$ cat src/rtl/tt_pkg.sv
package tt_pkg;

   // Extra control bits that follow base and mask in a window word
   localparam int TT_CTRL_BITS = 4;

   typedef enum logic [1:0] {
      PRIV_EITHER     = 2'b00,
      PRIV_USER_ONLY  = 2'b01,
      PRIV_SUPER_ONLY = 2'b10,
      PRIV_EITHER_ALT = 2'b11
   } tt_priv_e;

   function automatic int tt_cfg_width(input int cmp_w);
      return 2 * cmp_w + TT_CTRL_BITS;
   endfunction

   function automatic logic tt_priv_ok(input tt_priv_e mode, input logic is_super);
      logic ok;
      case (mode)
         PRIV_USER_ONLY:  ok = ~is_super;
         PRIV_SUPER_ONLY: ok = is_super;
         default:         ok = 1'b1;
      endcase
      return ok;
   endfunction

endpackage

$ cat src/rtl/tt_cfg_regs.sv
module tt_cfg_regs #(
   parameter int NUM_WIN = 4,
   parameter int CFG_W   = 20,
   parameter int SEL_W   = 2
) (
   input  logic                       clk,
   input  logic                       rst_n,
   input  logic                       wr_en,
   input  logic [SEL_W-1:0]           wr_sel,
   input  logic [CFG_W-1:0]           wr_data,
   output logic [NUM_WIN*CFG_W-1:0]   cfg_flat
);

   for (genvar g = 0; g < NUM_WIN; g++) begin : g_win
      logic [CFG_W-1:0] word_q;

      always_ff @(posedge clk or negedge rst_n) begin
         if (!rst_n) begin
            word_q <= '0;
         end else if (wr_en && (int'(wr_sel) == g)) begin
            word_q <= wr_data;
         end
      end

      assign cfg_flat[g*CFG_W +: CFG_W] = word_q;
   end

endmodule

$ cat src/rtl/tt_win_cmp.sv
module tt_win_cmp #(
   parameter int CMP_W = 8,
   parameter int CFG_W = 2 * CMP_W + 4
) (
   input  logic [CFG_W-1:0] cfg,
   input  logic [CMP_W-1:0] addr_top,
   input  logic             is_super,
   output logic             match,
   output logic             wprot
);
   import tt_pkg::*;

   localparam int MASK_LO = CMP_W;
   localparam int EN_BIT  = 2 * CMP_W;
   localparam int PRIV_LO = EN_BIT + 1;
   localparam int WP_BIT  = PRIV_LO + 2;

   logic [CMP_W-1:0] base;
   logic [CMP_W-1:0] dont_care;
   logic             enabled;
   tt_priv_e         mode;
   logic             bits_ok;

   always_comb begin
      base      = cfg[CMP_W-1:0];
      dont_care = cfg[MASK_LO +: CMP_W];
      enabled   = cfg[EN_BIT];
      mode      = tt_priv_e'(cfg[PRIV_LO +: 2]);
      bits_ok   = &(~(addr_top ^ base) | dont_care);
      match     = enabled & bits_ok & tt_priv_ok(mode, is_super);
      wprot     = cfg[WP_BIT];
   end

endmodule

$ cat src/rtl/tt_prio_sel.sv
module tt_prio_sel #(
   parameter int N     = 4,
   parameter int SEL_W = 2
) (
   input  logic [N-1:0]     req,
   input  logic [N-1:0]     attr,
   output logic             any,
   output logic [SEL_W-1:0] idx,
   output logic             attr_sel
);

   if (N == 1) begin : g_single
      assign any      = req[0];
      assign idx      = '0;
      assign attr_sel = req[0] & attr[0];
   end else begin : g_multi
      always_comb begin
         any      = 1'b0;
         idx      = '0;
         attr_sel = 1'b0;
         // walk downwards so the lowest requesting index is kept last
         for (int i = N - 1; i >= 0; i--) begin
            if (req[i]) begin
               any      = 1'b1;
               idx      = SEL_W'(i);
               attr_sel = attr[i];
            end
         end
      end
   end

endmodule

$ cat src/rtl/tt_window_match.sv
module tt_window_match #(
   parameter  int ADDR_W       = 32,
   parameter  int CMP_W        = 8,
   parameter  int WIN_PER_TYPE = 2,
   localparam int NUM_WIN      = 2 * WIN_PER_TYPE,
   localparam int SEL_W        = (NUM_WIN > 1) ? $clog2(NUM_WIN) : 1,
   localparam int CFG_W        = 2 * CMP_W + 4
) (
   input  logic              clk,
   input  logic              rst_n,
   input  logic              cfg_we,
   input  logic [SEL_W-1:0]  cfg_sel,
   input  logic [CFG_W-1:0]  cfg_wdata,
   input  logic              acc_valid,
   input  logic [ADDR_W-1:0] acc_addr,
   input  logic              acc_is_data,
   input  logic              acc_super,
   input  logic              acc_write,
   output logic              tt_hit,
   output logic [SEL_W-1:0]  tt_win,
   output logic [ADDR_W-1:0] phys_addr,
   output logic              wp_fault,
   output logic              xlate_req
);

   if (CMP_W < 1 || CMP_W > ADDR_W) begin : g_bad_cmp
      $error("tt_window_match: CMP_W must lie in 1..ADDR_W");
   end
   if (WIN_PER_TYPE < 1) begin : g_bad_win
      $error("tt_window_match: WIN_PER_TYPE must be at least 1");
   end
   if (CFG_W != tt_pkg::tt_cfg_width(CMP_W)) begin : g_bad_cfg
      $error("tt_window_match: window word width mismatch");
   end

   logic [NUM_WIN*CFG_W-1:0] cfg_flat;
   logic [NUM_WIN-1:0]       raw_match;
   logic [NUM_WIN-1:0]       win_wp;
   logic [NUM_WIN-1:0]       qual_match;
   logic [CMP_W-1:0]         addr_top;
   logic                     any_hit;
   logic [SEL_W-1:0]         hit_idx;
   logic                     hit_wp;

   assign addr_top = acc_addr[ADDR_W-1 -: CMP_W];

   tt_cfg_regs #(
      .NUM_WIN (NUM_WIN),
      .CFG_W   (CFG_W),
      .SEL_W   (SEL_W)
   ) u_regs (
      .clk      (clk),
      .rst_n    (rst_n),
      .wr_en    (cfg_we),
      .wr_sel   (cfg_sel),
      .wr_data  (cfg_wdata),
      .cfg_flat (cfg_flat)
   );

   for (genvar g = 0; g < NUM_WIN; g++) begin : g_cmp
      localparam bit IS_DATA_WIN = (g >= WIN_PER_TYPE);

      tt_win_cmp #(
         .CMP_W (CMP_W),
         .CFG_W (CFG_W)
      ) u_cmp (
         .cfg      (cfg_flat[g*CFG_W +: CFG_W]),
         .addr_top (addr_top),
         .is_super (acc_super),
         .match    (raw_match[g]),
         .wprot    (win_wp[g])
      );

      assign qual_match[g] = raw_match[g] & acc_valid & (acc_is_data == IS_DATA_WIN);
   end

   tt_prio_sel #(
      .N     (NUM_WIN),
      .SEL_W (SEL_W)
   ) u_prio (
      .req      (qual_match),
      .attr     (win_wp),
      .any      (any_hit),
      .idx      (hit_idx),
      .attr_sel (hit_wp)
   );

   always_comb begin
      tt_hit    = any_hit;
      tt_win    = hit_idx;
      phys_addr = any_hit ? acc_addr : '0;
      wp_fault  = any_hit & hit_wp & acc_write;
      xlate_req = acc_valid & ~any_hit;
   end

endmodule

$ cat config.mk
export PLATFORM = sky130hd
export DESIGN_NAME = tt_window_match
export DESIGN_NICKNAME = d
export VERILOG_FILES = /design/src/rtl/tt_pkg.sv /design/src/rtl/tt_cfg_regs.sv /design/src/rtl/tt_win_cmp.sv /design/src/rtl/tt_prio_sel.sv /design/src/rtl/tt_window_match.sv
export SDC_FILE = /design/constraint.sdc
export NUM_CORES = 1
export LEC_CHECK = 0
export ABC_AREA = 1
export BUFFER_PORTS_ARGS = -buffer_cell sky130_fd_sc_hd__buf_2
export CORE_ASPECT_RATIO = 0.75
export CORE_MARGIN = 5
export CORE_UTILIZATION = 60
export CTS_CLUSTER_SIZE = 14
export DETAILED_ROUTE_END_ITERATION = 8
export PLACE_DENSITY = 0.86
export SYNTH_ARGS = -nofsm -noshare
export SYNTH_HDL_FRONTEND = slang
export SYNTH_HIERARCHICAL = 1
export SYNTH_SLANG_ARGS = --single-unit
$ cat constraint.sdc
create_clock -name clk -period 5.6 [get_ports clk]
set_input_delay 1.4 -clock clk [delete_from_list [all_inputs] [get_ports clk]]
set_output_delay 1.4 -clock clk [all_outputs]
set_load 0.01 [all_outputs]
* After elaboration in Yosys (flattened, before gate mapping)
Cells that the tools add are included.
** Cells by class
- Reductions and logical operators :: 9
- Bitwise gates (word level) :: 34
- Eq/ne operators :: 11
- Mux-type cells :: 17
** Operator list (count)
- two-way mux 32 bit :: 1
- inverter 8 bit :: 4
- OR 8 bit :: 4
- AND reduction 8 bit :: 4
- bitwise XOR 8 bit :: 4
- bitwise AND 1 bit :: 19
- == test 2 bit (second input constant) :: 6
- == test 2 x 1 -> 1 bit (second input constant) :: 5
- two-way mux 1 bit :: 8
- two-way mux 2 bit :: 4
- case mux 1 bit (2 select lines) :: 4
- logical AND 1 bit :: 4
- inverter 1 bit :: 3
- logical NOT 2 bit :: 1
** Word-level totals
- Bits of input ports :: 61
- Logic and storage cells :: 75
- Output and inout port bits :: 37
- Flip-flop bits (word level) :: 80

* Longest topological paths before layout
Gate-level depths: netlist (run 1).
- Depth after elaboration :: 14
- Gate-level depth with buffers :: 17

* By module
The synthesis (run 1) kept the hierarchy.
** By module, submodules not included
- tt_cfg_regs :: cells an instance 360, seq. area each 2001.9 µm², area each 3305.7 µm², instances 1
- tt_win_cmp :: cells an instance 57, seq. area each 0.0 µm², area each 260.2 µm², instances 4
- tt_window_match :: cells an instance 82, seq. area each 0.0 µm², area each 361.6 µm², instances 1
- tt_prio_sel :: cells an instance 16, seq. area each 0.0 µm², area each 67.6 µm², instances 1

* Least setup slack after synthesis (run 1)
OpenSTA, ideal clock, no wires.
- Path kind :: input port to output port
- Start :: input port acc_addr[31]
- End :: output port phys_addr[21]
- Setup slack :: 1563 ps
- Stages on the path :: 15
- Arrival :: 2637 ps
- Buffers on the path :: 2
- Cells stage by stage :: inv_1 -> nand2_1 -> nand3_2 -> nand2_1 -> nor2_1 -> nand2_1 -> nor2_1 -> nand2_1 -> nor2_1 -> nor2_1 -> nand2_1 -> buf_6 -> buf_12 -> nand2_1 -> inv_1
** RTL lines
- start, declared :: RTL line tt_window_match.sv:15 : input logic [ADDR_W-1:0] acc_addr,
- bitwise XOR 8 bit :: RTL line tt_win_cmp.sv:29 : bits_ok = &(~(addr_top ^ base) | dont_care);
- inverter 8 bit :: RTL line tt_win_cmp.sv:29
- OR 8 bit :: RTL line tt_win_cmp.sv:29
- AND reduction 8 bit :: RTL line tt_win_cmp.sv:29
- bitwise AND 1 bit (2 in series) :: RTL line tt_win_cmp.sv:30 : match = enabled & bits_ok & tt_priv_ok(mode, is_super);
- via raw_match[0] :: RTL line tt_window_match.sv:37 : logic [NUM_WIN-1:0] raw_match;
- bitwise AND 1 bit (2 in series) :: RTL line tt_window_match.sv:74 : assign qual_match[g] = raw_match[g] & acc_valid & (acc_is_data == IS_DATA_WIN);
- via qual_match[0] :: RTL line tt_window_match.sv:39 : logic [NUM_WIN-1:0] qual_match;
- two-way mux 1 bit :: RTL line tt_prio_sel.sv:23 : if (req[i]) begin
- via tt_hit :: RTL line tt_window_match.sv:19 : output logic tt_hit,
- two-way mux 32 bit :: RTL line tt_window_match.sv:91 : phys_addr = any_hit ? acc_addr : '0;
- end, declared :: RTL line tt_window_match.sv:21 : output logic [ADDR_W-1:0] phys_addr,
The timed path passes the listed nets, and every way through them passes these cells.

* Worst setup path after layout (run 1)
- Start :: input port acc_addr[31]
- End :: output port wp_fault
** RTL lines
- bitwise XOR 8 bit (*) :: RTL line tt_win_cmp.sv:29
- inverter 8 bit (*) :: RTL line tt_win_cmp.sv:29
- OR 8 bit (*) :: RTL line tt_win_cmp.sv:29
- AND reduction 8 bit (*) :: RTL line tt_win_cmp.sv:29
- bitwise AND 1 bit (*) (2 in series) :: RTL line tt_win_cmp.sv:30
- via raw_match[0] :: RTL line tt_window_match.sv:37
- bitwise AND 1 bit (*) (2 in series) :: RTL line tt_window_match.sv:74
- via qual_match[0] :: RTL line tt_window_match.sv:39
- two-way mux 1 bit :: RTL line tt_prio_sel.sv:23
- bitwise AND 1 bit (*) (2 in series) :: RTL line tt_window_match.sv:92 : wp_fault = any_hit & hit_wp & acc_write;
- end, declared :: RTL line tt_window_match.sv:22 : output logic wp_fault,
Mark *: on every way through the listed nets, which the timed path passes. The rest lies on a longest branch.

==> impl_metrics.py, run 1 <==
metrics = {
    "final_layout": {
        "area_growth_pct": 11.1,
        "final_util_pct": 67.9,
        "drive_above_1_share_pct": 16.1,
        "insertedDiodeCount": 0,
        "reg_top3": "u_regs/g_win.word_q x80",
        "largest_register": "u_regs/g_win.word_q",
        "largest_reg_flops": 80,
        "nets": 824,
        "fillers": 680,
    },
    "clocking": {
        "cts_tree": "built",
        "root_buffer": "clkbuf_8",
        "cts-htree-levels": 3,
        "path_clk_slew_ns": 0.07,
        "clock_path_buffers": 2,
        "cts_sinks": 80,
        "hold_buffers": 0,
        "cts_buffers": 9,
        "ctsResizeCount": 0,
        "post_cts_buffers": 0,
        "clk_latency_ns": 0.35,
    },
    "worst_hold_path": {
        "hold_path_class": "flop to flop",
        "hold_end": "u_regs/g_win[2].word_q[12]$_DFFE_PN0P_",
        "holdCritStartpoint": "u_regs/g_win[2].word_q[12]$_DFFE_PN0P_",
        "holdPathStages": 2,
    },
    "grt": {
        "grt_max_degree": 81,
        "antenna_found_initial": 0,
        "grt_pass1_wl_um": 21000,
        "grt_usage_pct": 26.8,
        "overflow": 0,
        "grt_pass1_vias": 4457,
    },
    "timing": {
        "tns_ns": 0,
        "setup_violations": 0,
        "fmax_mhz": 210,
        "hold_slack_ns": 0.474,
        "fin_crit_ns": 4.77,
        "hold_viol": 0,
        "rsz0062_at_grt": "false",
        "tightest_slew_ns": 1.04,
        "drv_slew": 0,
        "fin_skew_ns": 0,
        "slew_headroom_pct": 30.8,
        "finalCritPeriodShare_pct": 85.2,
    },
    "placed_design": {
        "dp_hpwl_um": 8800,
        "place.gp.congestion": 0.894,
        "io_buffers": 97,
    },
    "synthesis": {
        "syn_area_sq_um": 4780,
        "synth_top_cell_area_share_pct": 41.9,
        "synth.largest_area_cell": "dfrtp_1",
        "postSynthAreaPerCell_sq_um": 6.96,
        "synth-xor-area-share_pct": 0.734,
        "synthTopCellsByArea": "dfrtp_1, nand2_1, inv_1, nand4_1, nand3_1",
        "synthMuxAreaShare_pct": 0,
        "synthesis.instances": 686,
        "synth_top_family_by_area": "simple AND/OR/NAND/NOR gates",
        "synth.distinct_cells": 21,
        "synth_fa_ha_area_share_pct": 2.10,
        "synth.net_count": 755,
        "yosys.area_share.simple_pct": 38.1,
        "yosysWarnings": 6,
        "synth_compound_area_share_pct": 1.47,
        "ys_seq_area_share_pct": 41.9,
        "ys_seq_elements": 80,
    },
    "critical_path": {
        "arrival_ns": 3.37,
        "start_kind": "input pin",
        "r2r_start": "u_regs/g_win[1].word_q[7]$_DFFE_PN0P_",
        "reg2reg_slack_ns": 4.91,
        "r2r_end": "u_regs/g_win[1].word_q[7]$_DFFE_PN0P_",
        "endpoint_kind": "output pin",
        "path_max_fanout": 32,
        "crit_type": "input pin to output pin",
        "worst-r2r-cell-count": 2,
        "worstPathRequired_ns": 4.20,
    },
    "power_and_ir_drop": {
        "p_clk_share_pct": 27.5,
        "finalPower_mw": 1.45,
        "switching_power_uw": 468,
        "power_frac_seq_pct": 50.4,
        "internal-power_uw": 985,
        "p_leak_nw": 3.34,
        "ir_worst_vdd_mv": 0.181,
        "p_comb_share_pct": 22.1,
        "swShare_pct": 32.2,
        "power_density_nw_per_um2": 274,
    },
    "job": {
        "maxCapViolCount": 0,
    },
    "floorplanning": {
        "die_h_um": 87.3,
        "core_area_sq_um": 7810,
        "die_w_um": 113,
        "io_pins": 98,
        "dieArea_sq_um": 9860,
        "placement_rows": 28,
        "initial_core_util_pct": 61.1,
    },
    "drt": {
        "ant_nets": 0,
        "routed_wl_um": 13000,
        "firstDrtPassIters": 5,
        "drcViolationCount": 0,
        "drtIter0Drc": 404,
        "dr_total_vias": 4627,
        "wl_per_cell_um": 15.0,
        "vias_per_cell": 5.36,
    },
    "outcome": {
        "status": "completed",
    },
}
how the worst max path moves through the flow:
stage / end / start
after floorplan: phys_addr[21] / acc_addr[31]
after global placement: wp_fault / acc_addr[31]
after detailed placement: phys_addr[30] / acc_addr[31]
after CTS: phys_addr[30] / acc_addr[31]
after global routing: wp_fault / acc_addr[31]
final: wp_fault / acc_addr[31]
routing by layer:
metal  vias to the layer above  track usage (%)  wire length [um]
li1                       2232                -                 -
met1                      2153             32.9              4960
met2                       216             47.6              6580
met3                        26             5.83              1220
met4                         0             8.41               210
met5                         -                0                 0
cells in the final DEF (no fill, tap or decap), drive strengths merged:
master | Yosys | layout
nand2 | 279 | 279
inv | 124 | 124
buf | 41 | 99
dfrtp | 80 | 80
nand4 | 60 | 60
nand3 | 48 | 48
nor2 | 23 | 23
clkbuf | 0 | 10
o21ai | 8 | 8
ha | 8 | 8
a21oi | 6 | 6
xnor2 | 4 | 4
nand3b | 4 | 4
clkinv | 0 | 2
bufinv | 0 | 1
clkinvlp | 0 | 1
nor3 | 1 | 1
synth_stat cells:
cell,instances
nand2_1,279
buf_4,9
o21ai_0,8
a21oi_1,6
nor3_1,1
ha_1,8
nor2_1,20
nand4_1,60
buf_6,3
nand3_2,4
inv_1,121
inv_2,3
nor2_4,2
buf_2,26
nand3b_1,4
buf_12,1
xnor2_1,4
nor2_2,1
nand3_1,44
buf_8,2
dfrtp_1,80
power groups by stage:
stage               sequential, mW  clock, mW  combinational (mW)
floorplan                    0.724          0               0.223
global placement             0.736          0               0.295
detailed placement           0.742          0               0.314
CTS                          0.731      0.406               0.318
global route                 0.744      0.433               0.365
finish                       0.732      0.400               0.322
kinds of logic after synthesis:
kind of cell               Yosys count
AOI/OAI and AO/OA                   14
buffers and inverters              165
and+or+nand+nor                    415
adders and majority gates            8
xor gates and xnor gates             4
DFF                                 80
stage by stage:
step                setup slack [ns]  instance area [sq um]  std cells
finish                         0.827                   5300        863
CTS                            0.835                   5300        863
global placement                1.01                   5130        849
global route                   0.640                   5300        863
floorplan                       1.56                   4780        686
detailed placement             0.882                   5130        849
layout make-up:
cell class | instances | area [sq um] | share of cell area, %
Clock buffer | 10 | 128 | 2.41
Clock inverter | 4 | 47.5 | 0.896
Inverter | 124 | 465 | 8.78
Multi-Input combinational cell | 441 | 2030 | 38.2
Sequential cell | 80 | 2000 | 37.7
Tap cell | 105 | 131 | 2.48
Timing Repair Buffer | 99 | 503 | 9.48
critical path, cell delays in order:
cell	delay [ns]
buf_2	0.19
nand2_1	0.12
nand3_2	0.09
nand2_1	0.06
nor2_1	0.16
nand2_1	0.07
nor2_1	0.10
nand2_1	0.06
nor2_1	0.25
nor2_1	0.09
nand2_1	0.14
buf_4	0.33
nand2_1	0.08
nor2_1	0.09
buf_2	0.13
Note: power is estimated with default switching activity, not from simulation.
==> inputs of run 2 (changes only) <==
--- a/config.mk
+++ b/config.mk
@@ -5,11 +5,10 @@
 export SDC_FILE = /design/constraint.sdc
 export NUM_CORES = 1
 export LEC_CHECK = 0
-export ABC_AREA = 1
 export BUFFER_PORTS_ARGS = -buffer_cell sky130_fd_sc_hd__buf_2
 export CORE_ASPECT_RATIO = 0.75
 export CORE_MARGIN = 5
-export CORE_UTILIZATION = 60
+export CORE_UTILIZATION = 58
 export CTS_CLUSTER_SIZE = 14
 export DETAILED_ROUTE_END_ITERATION = 8
 export PLACE_DENSITY = 0.86
==> run 2 against run 1 <==
Against the previous run: hold slack better by 0.022 ns; clock power increased by 47%; sequential share of layout area is 3.7 points higher; non-clock buffer count rose by 1; via count fell by 42%; largest power group unchanged; synthesized area fell by 16%; largest cell class is now registers; synthesized cell count is 55% lower; critical path depth decreased by 4; wire length is 33% lower; combinational power down 1%; worst setup slack worse by 0.30 ns; total power rose by 14%.
==> impl_metrics.py, run 2 <==
metrics = {
    "synthesis": {
        "synth.distinct_cells": 29,
        "synthMuxAreaShare_pct": 23.5,
        "yosysMostFrequentCell": "dfrtp_1",
        "synth_top_cell_area_share_pct": 49.7,
        "synthesis.instances": 309,
        "synth_fa_ha_area_share_pct": 2.48,
        "synth.largest_area_cell": "dfrtp_1",
        "yosysWarnings": 6,
        "ys_seq_elements": 80,
        "async_flop_share_pct": 100,
        "synth_top_flop_cell": "dfrtp_1",
        "synth-xor-area-share_pct": 6.95,
        "synth_top_family_by_area": "multiplexers",
        "synth-edff-count": 0,
        "synth.net_count": 378,
        "synthTopCellsByArea": "dfrtp_1, mux2_1, mux2_2, xnor2_1, and2_2",
        "synth_compound_area_share_pct": 3.73,
        "syn_area_sq_um": 4030,
        "ys_seq_area_share_pct": 49.7,
        "yosys.area_share.simple_pct": 10.6,
        "yosys-top-cells-count": "dfrtp_1, mux2_1, mux2_2",
        "postSynthAreaPerCell_sq_um": 13.0,
    },
    "drt": {
        "dr_total_vias": 2668,
        "firstDrtPassIters": 4,
        "routed_wl_um": 8700,
        "drcViolationCount": 0,
        "wl_per_cell_um": 17.6,
        "vias_per_cell": 5.40,
        "drtIter0Drc": 84,
        "ant_nets": 0,
    },
    "grt": {
        "antenna_found_initial": 0,
        "grt_max_degree": 42,
        "grt_pass1_vias": 2879,
        "overflow": 0,
        "grt_pass1_wl_um": 14100,
        "grt_usage_pct": 21.1,
    },
    "floorplanning": {
        "initial_core_util_pct": 59.3,
        "io_pins": 98,
        "core_area_sq_um": 6800,
        "placement_rows": 26,
        "dieArea_sq_um": 8730,
        "die_h_um": 82.2,
        "die_w_um": 106,
    },
    "timing": {
        "setup_violations": 0,
        "tns_ns": 0,
        "drv_slew": 0,
        "tightest_slew_ns": 1.16,
        "hold_viol": 0,
        "fmax_mhz": 197,
        "fin_skew_ns": 0,
        "fin_crit_ns": 5.07,
        "finalCritPeriodShare_pct": 90.6,
        "slew_headroom_pct": 22.5,
        "rsz0062_at_grt": "false",
    },
    "critical_path": {
        "arrival_ns": 3.67,
        "worst-path-buf-inv": 3,
        "worstPathRequired_ns": 4.20,
        "crit_slowest_cell": "or3_1",
        "endpoint_kind": "output pin",
        "reg2reg_slack_ns": 4.76,
        "cp_top_family": "simple AND/OR/NAND/NOR gates",
        "path_max_fanout": 27,
        "crit_type": "input pin to output pin",
        "cp_common_cell": "buf_2",
        "crit_chain": "buf_2, xnor2_1, o21ai_0, or3_1, nor3_2, and3b_1, nor2_1, nand2_1, buf_4, and2_2, buf_2",
        "cp_slowest_stage_delay_ns": 0.43,
        "start_kind": "input pin",
    },
    "clocking": {
        "cts_sinks": 80,
        "cts_tree": "built",
        "clock_path_buffers": 2,
        "root_buffer": "clkbuf_8",
        "ctsResizeCount": 0,
        "path_clk_slew_ns": 0.07,
        "hold_buffers": 0,
        "clk_latency_ns": 0.34,
        "cts-htree-levels": 3,
        "post_cts_buffers": 0,
        "cts_buffers": 9,
    },
    "worst_hold_path": {
        "hold_path_class": "flop to flop",
    },
    "final_layout": {
        "final_cell_mix": "buf_2, dfrtp_1, mux2_1, mux2_2",
        "multi_input_comb_area_sq_um": 1900,
        "fillers": 498,
        "final_common_cell": "buf_2",
        "insertedDiodeCount": 0,
        "area_growth_pct": 20.0,
        "drive_above_1_share_pct": 47.3,
        "final_util_pct": 71.1,
        "fin_cells": 494,
        "largest_reg_flops": 80,
        "largest_register": "u_regs/g_win.word_q",
        "reg_top3": "u_regs/g_win.word_q x80",
        "seq_area_sq_um": 2000,
        "nets": 474,
    },
    "power_and_ir_drop": {
        "ir_worst_vdd_mv": 0.191,
        "power_density_nw_per_um2": 344,
        "p_leak_nw": 2.29,
    },
    "job": {
        "maxCapViolCount": 0,
    },
    "outcome": {
        "status": "completed",
    },
    "placed_design": {
        "io_buffers": 97,
        "dp_hpwl_um": 6570,
        "placedCellCount": 478,
        "place.gp.congestion": 0.793,
    },
}
==> run 2: final cells by class <==
| class | instances | share of cell area (%) |
|---|---|---|
| clock buffers | 10 | 2.64 |
| repair buffers | 100 | 10.5 |
| clock inverters | 6 | 3.21 |
| well taps | 84 | 2.17 |
| flip-flops and latches | 80 | 41.4 |
| inverters | 9 | 0.699 |
| multi-input cells | 205 | 39.4 |
==> run 2: logic make-up after synthesis <==
kind of cell / after synthesis
AO/OA/AOI/OAI: 23
XOR/XNOR: 32
adder cells (fa/ha/maj): 8
buffers and inverters: 24
flip-flops: 80
multiplexers: 84
AND/OR/NAND/NOR: 58
==> run 2: stage by stage <==
| step | hold slack [ns] | setup slack (ns) | area, sq um | power (mW) |
|---|---|---|---|---|
| final | 0.496 | 0.526 | 4840 | 1.66 |
| after global placement | 0.470 | 0.648 | 4550 | 1.07 |
| after floorplan | 0.458 | 1.24 | 4030 | 0.974 |
| after global routing | 0.515 | 0.383 | 4840 | 1.75 |
| after CTS | 0.494 | 0.533 | 4840 | 1.68 |
| after detailed placement | 0.477 | 0.548 | 4550 | 1.09 |
==> run 2: metal layers <==
| metal | wire length (um) | GRT usage (%) |
|---|---|---|
| met3 | 518 | 7.54 |
| met5 | 0 | 0 |
| met4 | 161 | 6.60 |
| met2 | 4190 | 34.6 |
| met1 | 3830 | 26.5 |
==> run 2: where the power goes <==
part / switching, mW / internal, mW / total (mW) / leakage (nW)
clock: 0.202 / 0.386 / 0.587 / 0.140
combinational: 0.143 / 0.175 / 0.318 / 1.20
sequential: 0.0684 / 0.687 / 0.756 / 0.947
==> run 2: worst paths after layout <==
check,from,endpoint,depth (start not counted)
min in group asynchronous,rst_n,u_regs/g_win[3].word_q[18]$_DFFE_PN0P_,1
max in group asynchronous,rst_n,u_regs/g_win[0].word_q[10]$_DFFE_PN0P_,2
worst max-delay path,acc_addr[25],phys_addr[21],11
worst max register to register,u_regs/g_win[2].word_q[4]$_DFFE_PN0P_,u_regs/g_win[2].word_q[4]$_DFFE_PN0P_,1
worst min register to register,u_regs/g_win[1].word_q[9]$_DFFE_PN0P_,u_regs/g_win[1].word_q[9]$_DFFE_PN0P_,1
worst min-delay path,u_regs/g_win[1].word_q[9]$_DFFE_PN0P_,u_regs/g_win[1].word_q[9]$_DFFE_PN0P_,1
==> inputs of run 3 (changes only) <==
--- a/config.mk
+++ b/config.mk
@@ -7,9 +7,7 @@
 export LEC_CHECK = 0
 export BUFFER_PORTS_ARGS = -buffer_cell sky130_fd_sc_hd__buf_2
 export CORE_ASPECT_RATIO = 0.75
-export CORE_MARGIN = 5
 export CORE_UTILIZATION = 58
-export CTS_CLUSTER_SIZE = 14
 export DETAILED_ROUTE_END_ITERATION = 8
 export PLACE_DENSITY = 0.86
 export SYNTH_ARGS = -nofsm -noshare
==> run 3 against run 2 <==
Against the previous run: the run now ends with design-rule violations left; hold slack improved by 0.0030 ns; sequential power barely moved; core utilization rose by 2.5 points; global-route usage rose by 3.7 points; worst setup slack got worse by 0.0050 ns; register-to-register slack barely moved; wire length fell by 3.3%; die area fell by 17%; critical endpoint is now xlate_req.
==> impl_metrics.py, run 3 (same netlist as run 2, synthesis figures left out) <==
metrics = {
    "outcome": {
        "status": "finished, violations left",
        "violations": "design-rule violations",
    },
    "floorplanning": {
        "io_pins": 98,
        "die_w_um": 98.3,
        "initial_core_util_pct": 61.9,
        "dieArea_sq_um": 7290,
        "core_area_sq_um": 6510,
        "die_h_um": 74.2,
        "placement_rows": 25,
    },
    "critical_path": {
        "arrival_ns": 3.68,
        "cp_top_family": "simple AND/OR/NAND/NOR gates",
        "r2r_start": "u_regs/g_win[2].word_q[8]$_DFFE_PN0P_",
        "cp.depth": 11,
        "crit_end": "xlate_req",
        "reg2reg_slack_ns": 4.76,
        "endpoint_kind": "output pin",
        "cp_common_cell": "buf_2",
        "crit_start": "acc_addr[31]",
        "start_kind": "input pin",
        "worst-path-buf-inv": 3,
        "worst-r2r-cell-count": 1,
        "crit_chain": "buf_2, xnor2_1, o22ai_1, or3_1, nor3_2, and3b_1, nor2_1, nand2_1, buf_4, and2b_2, buf_2",
        "r2r_end": "u_regs/g_win[2].word_q[8]$_DFFE_PN0P_",
        "cp_slowest_stage_delay_ns": 0.36,
        "crit_type": "input pin to output pin",
        "path_max_fanout": 14,
        "crit_slowest_cell": "or3_1",
        "worstPathRequired_ns": 4.20,
    },
    "grt": {
        "grt_max_degree": 53,
        "grt_pass1_wl_um": 13400,
        "grt_usage_pct": 24.8,
        "overflow": 0,
        "grt_pass1_vias": 2726,
        "antenna_found_initial": 0,
    },
    "final_layout": {
        "largest_reg_flops": 80,
        "final_area_sq_um": 4790,
        "area_growth_pct": 18.9,
        "final_cell_mix": "buf_2, dfrtp_1, mux2_1, mux2_2",
        "largest_register": "u_regs/g_win.word_q",
        "insertedDiodeCount": 0,
        "final_common_cell": "buf_2",
        "reg_top3": "u_regs/g_win.word_q x80",
        "fin_cells": 492,
        "nets": 475,
        "drive_above_1_share_pct": 47.7,
    },
    "drt": {
        "drtIter0Drc": 107,
        "firstDrtPassIters": 8,
        "dr_total_vias": 2692,
        "ant_nets": 0,
        "wl_per_cell_um": 17.1,
        "drcViolationCount": 7,
        "vias_per_cell": 5.47,
        "routed_wl_um": 8410,
    },
    "placed_design": {
        "placedCellCount": 476,
        "place_area_sq_um": 4560,
        "dp_hpwl_um": 6150,
        "place.gp.congestion": 0.835,
        "io_buffers": 97,
        "dpl_worst_slack_ns": 0.567,
    },
    "timing": {
        "tightest_slew_ns": 1.27,
        "tns_ns": 0,
        "drv_slew": 0,
        "finalCritPeriodShare_pct": 90.7,
        "hold_viol": 0,
        "setup_violations": 0,
        "fin_skew_ns": 0,
        "fin_ws_ns": 0.521,
        "rsz0062_at_grt": "false",
        "fmax_mhz": 197,
        "slew_headroom_pct": 15.2,
        "fin_crit_ns": 5.08,
    },
    "clocking": {
        "root_buffer": "clkbuf_8",
        "post_cts_buffers": 0,
        "cts_tree": "built",
        "cts_buffers": 9,
        "hold_buffers": 0,
        "path_clk_slew_ns": 0.07,
        "clock_path_buffers": 2,
        "cts_sinks": 80,
        "clk_latency_ns": 0.35,
        "ctsResizeCount": 0,
        "cts-htree-levels": 3,
    },
    "worst_hold_path": {
        "hold_path_class": "flop to flop",
        "holdCritStartpoint": "u_regs/g_win[1].word_q[11]$_DFFE_PN0P_",
        "holdPathStages": 1,
    },
    "power_and_ir_drop": {
        "finalPower_mw": 1.56,
        "ir_worst_vdd_mv": 0.201,
        "power_density_nw_per_um2": 324,
        "p_leak_nw": 2.27,
    },
    "job": {
        "maxCapViolCount": 0,
    },
}
==> run 3: power breakdown <==
part	internal (mW)	total [mW]	switching, mW
Clock	0.279	0.475	0.196
Combinational	0.177	0.323	0.146
Sequential	0.687	0.757	0.0700
==> run 3: how the worst min path moves through the flow <==
stage,slack (ns),to
finish,0.50,u_regs/g_win[1].word_q[11]$_DFFE_PN0P_
global route,0.52,u_regs/g_win[1].word_q[11]$_DFFE_PN0P_
CTS,0.50,u_regs/g_win[1].word_q[15]$_DFFE_PN0P_
detailed placement,0.48,u_regs/g_win[2].word_q[9]$_DFFE_PN0P_
global placement,0.47,u_regs/g_win[2].word_q[9]$_DFFE_PN0P_
floorplan,0.46,u_regs/g_win[1].word_q[16]$_DFFE_PN0P_
==> run 3: final cells by class <==
cell class	count	area [sq um]
flip-flops and latches	80	2000
clock inverters	1	30.0
repair buffers	101	515
fillers	470	1710
multi-input cells	205	1900
inverters	9	33.8
clock buffers	15	206
well taps	81	101
==> run 3: stage by stage <==
step                hold slack, ns  utilization [%]
CTS                          0.503             73.7
floorplan                    0.458                -
global placement             0.470             70.0
finish                       0.499             73.7
detailed placement           0.479             70.0
global route                 0.522             73.7
==> run 3: per-layer routing <==
layer  global-route usage (%)  part of all wire (%)  vias to the layer above
li1                         -                     -                     1269
met1                     31.3                    44                     1327
met2                     43.1                    49                       83
met3                     6.95                   6.0                       13
met4                     6.30                   1.2                        0
met5                        0                     0                        -
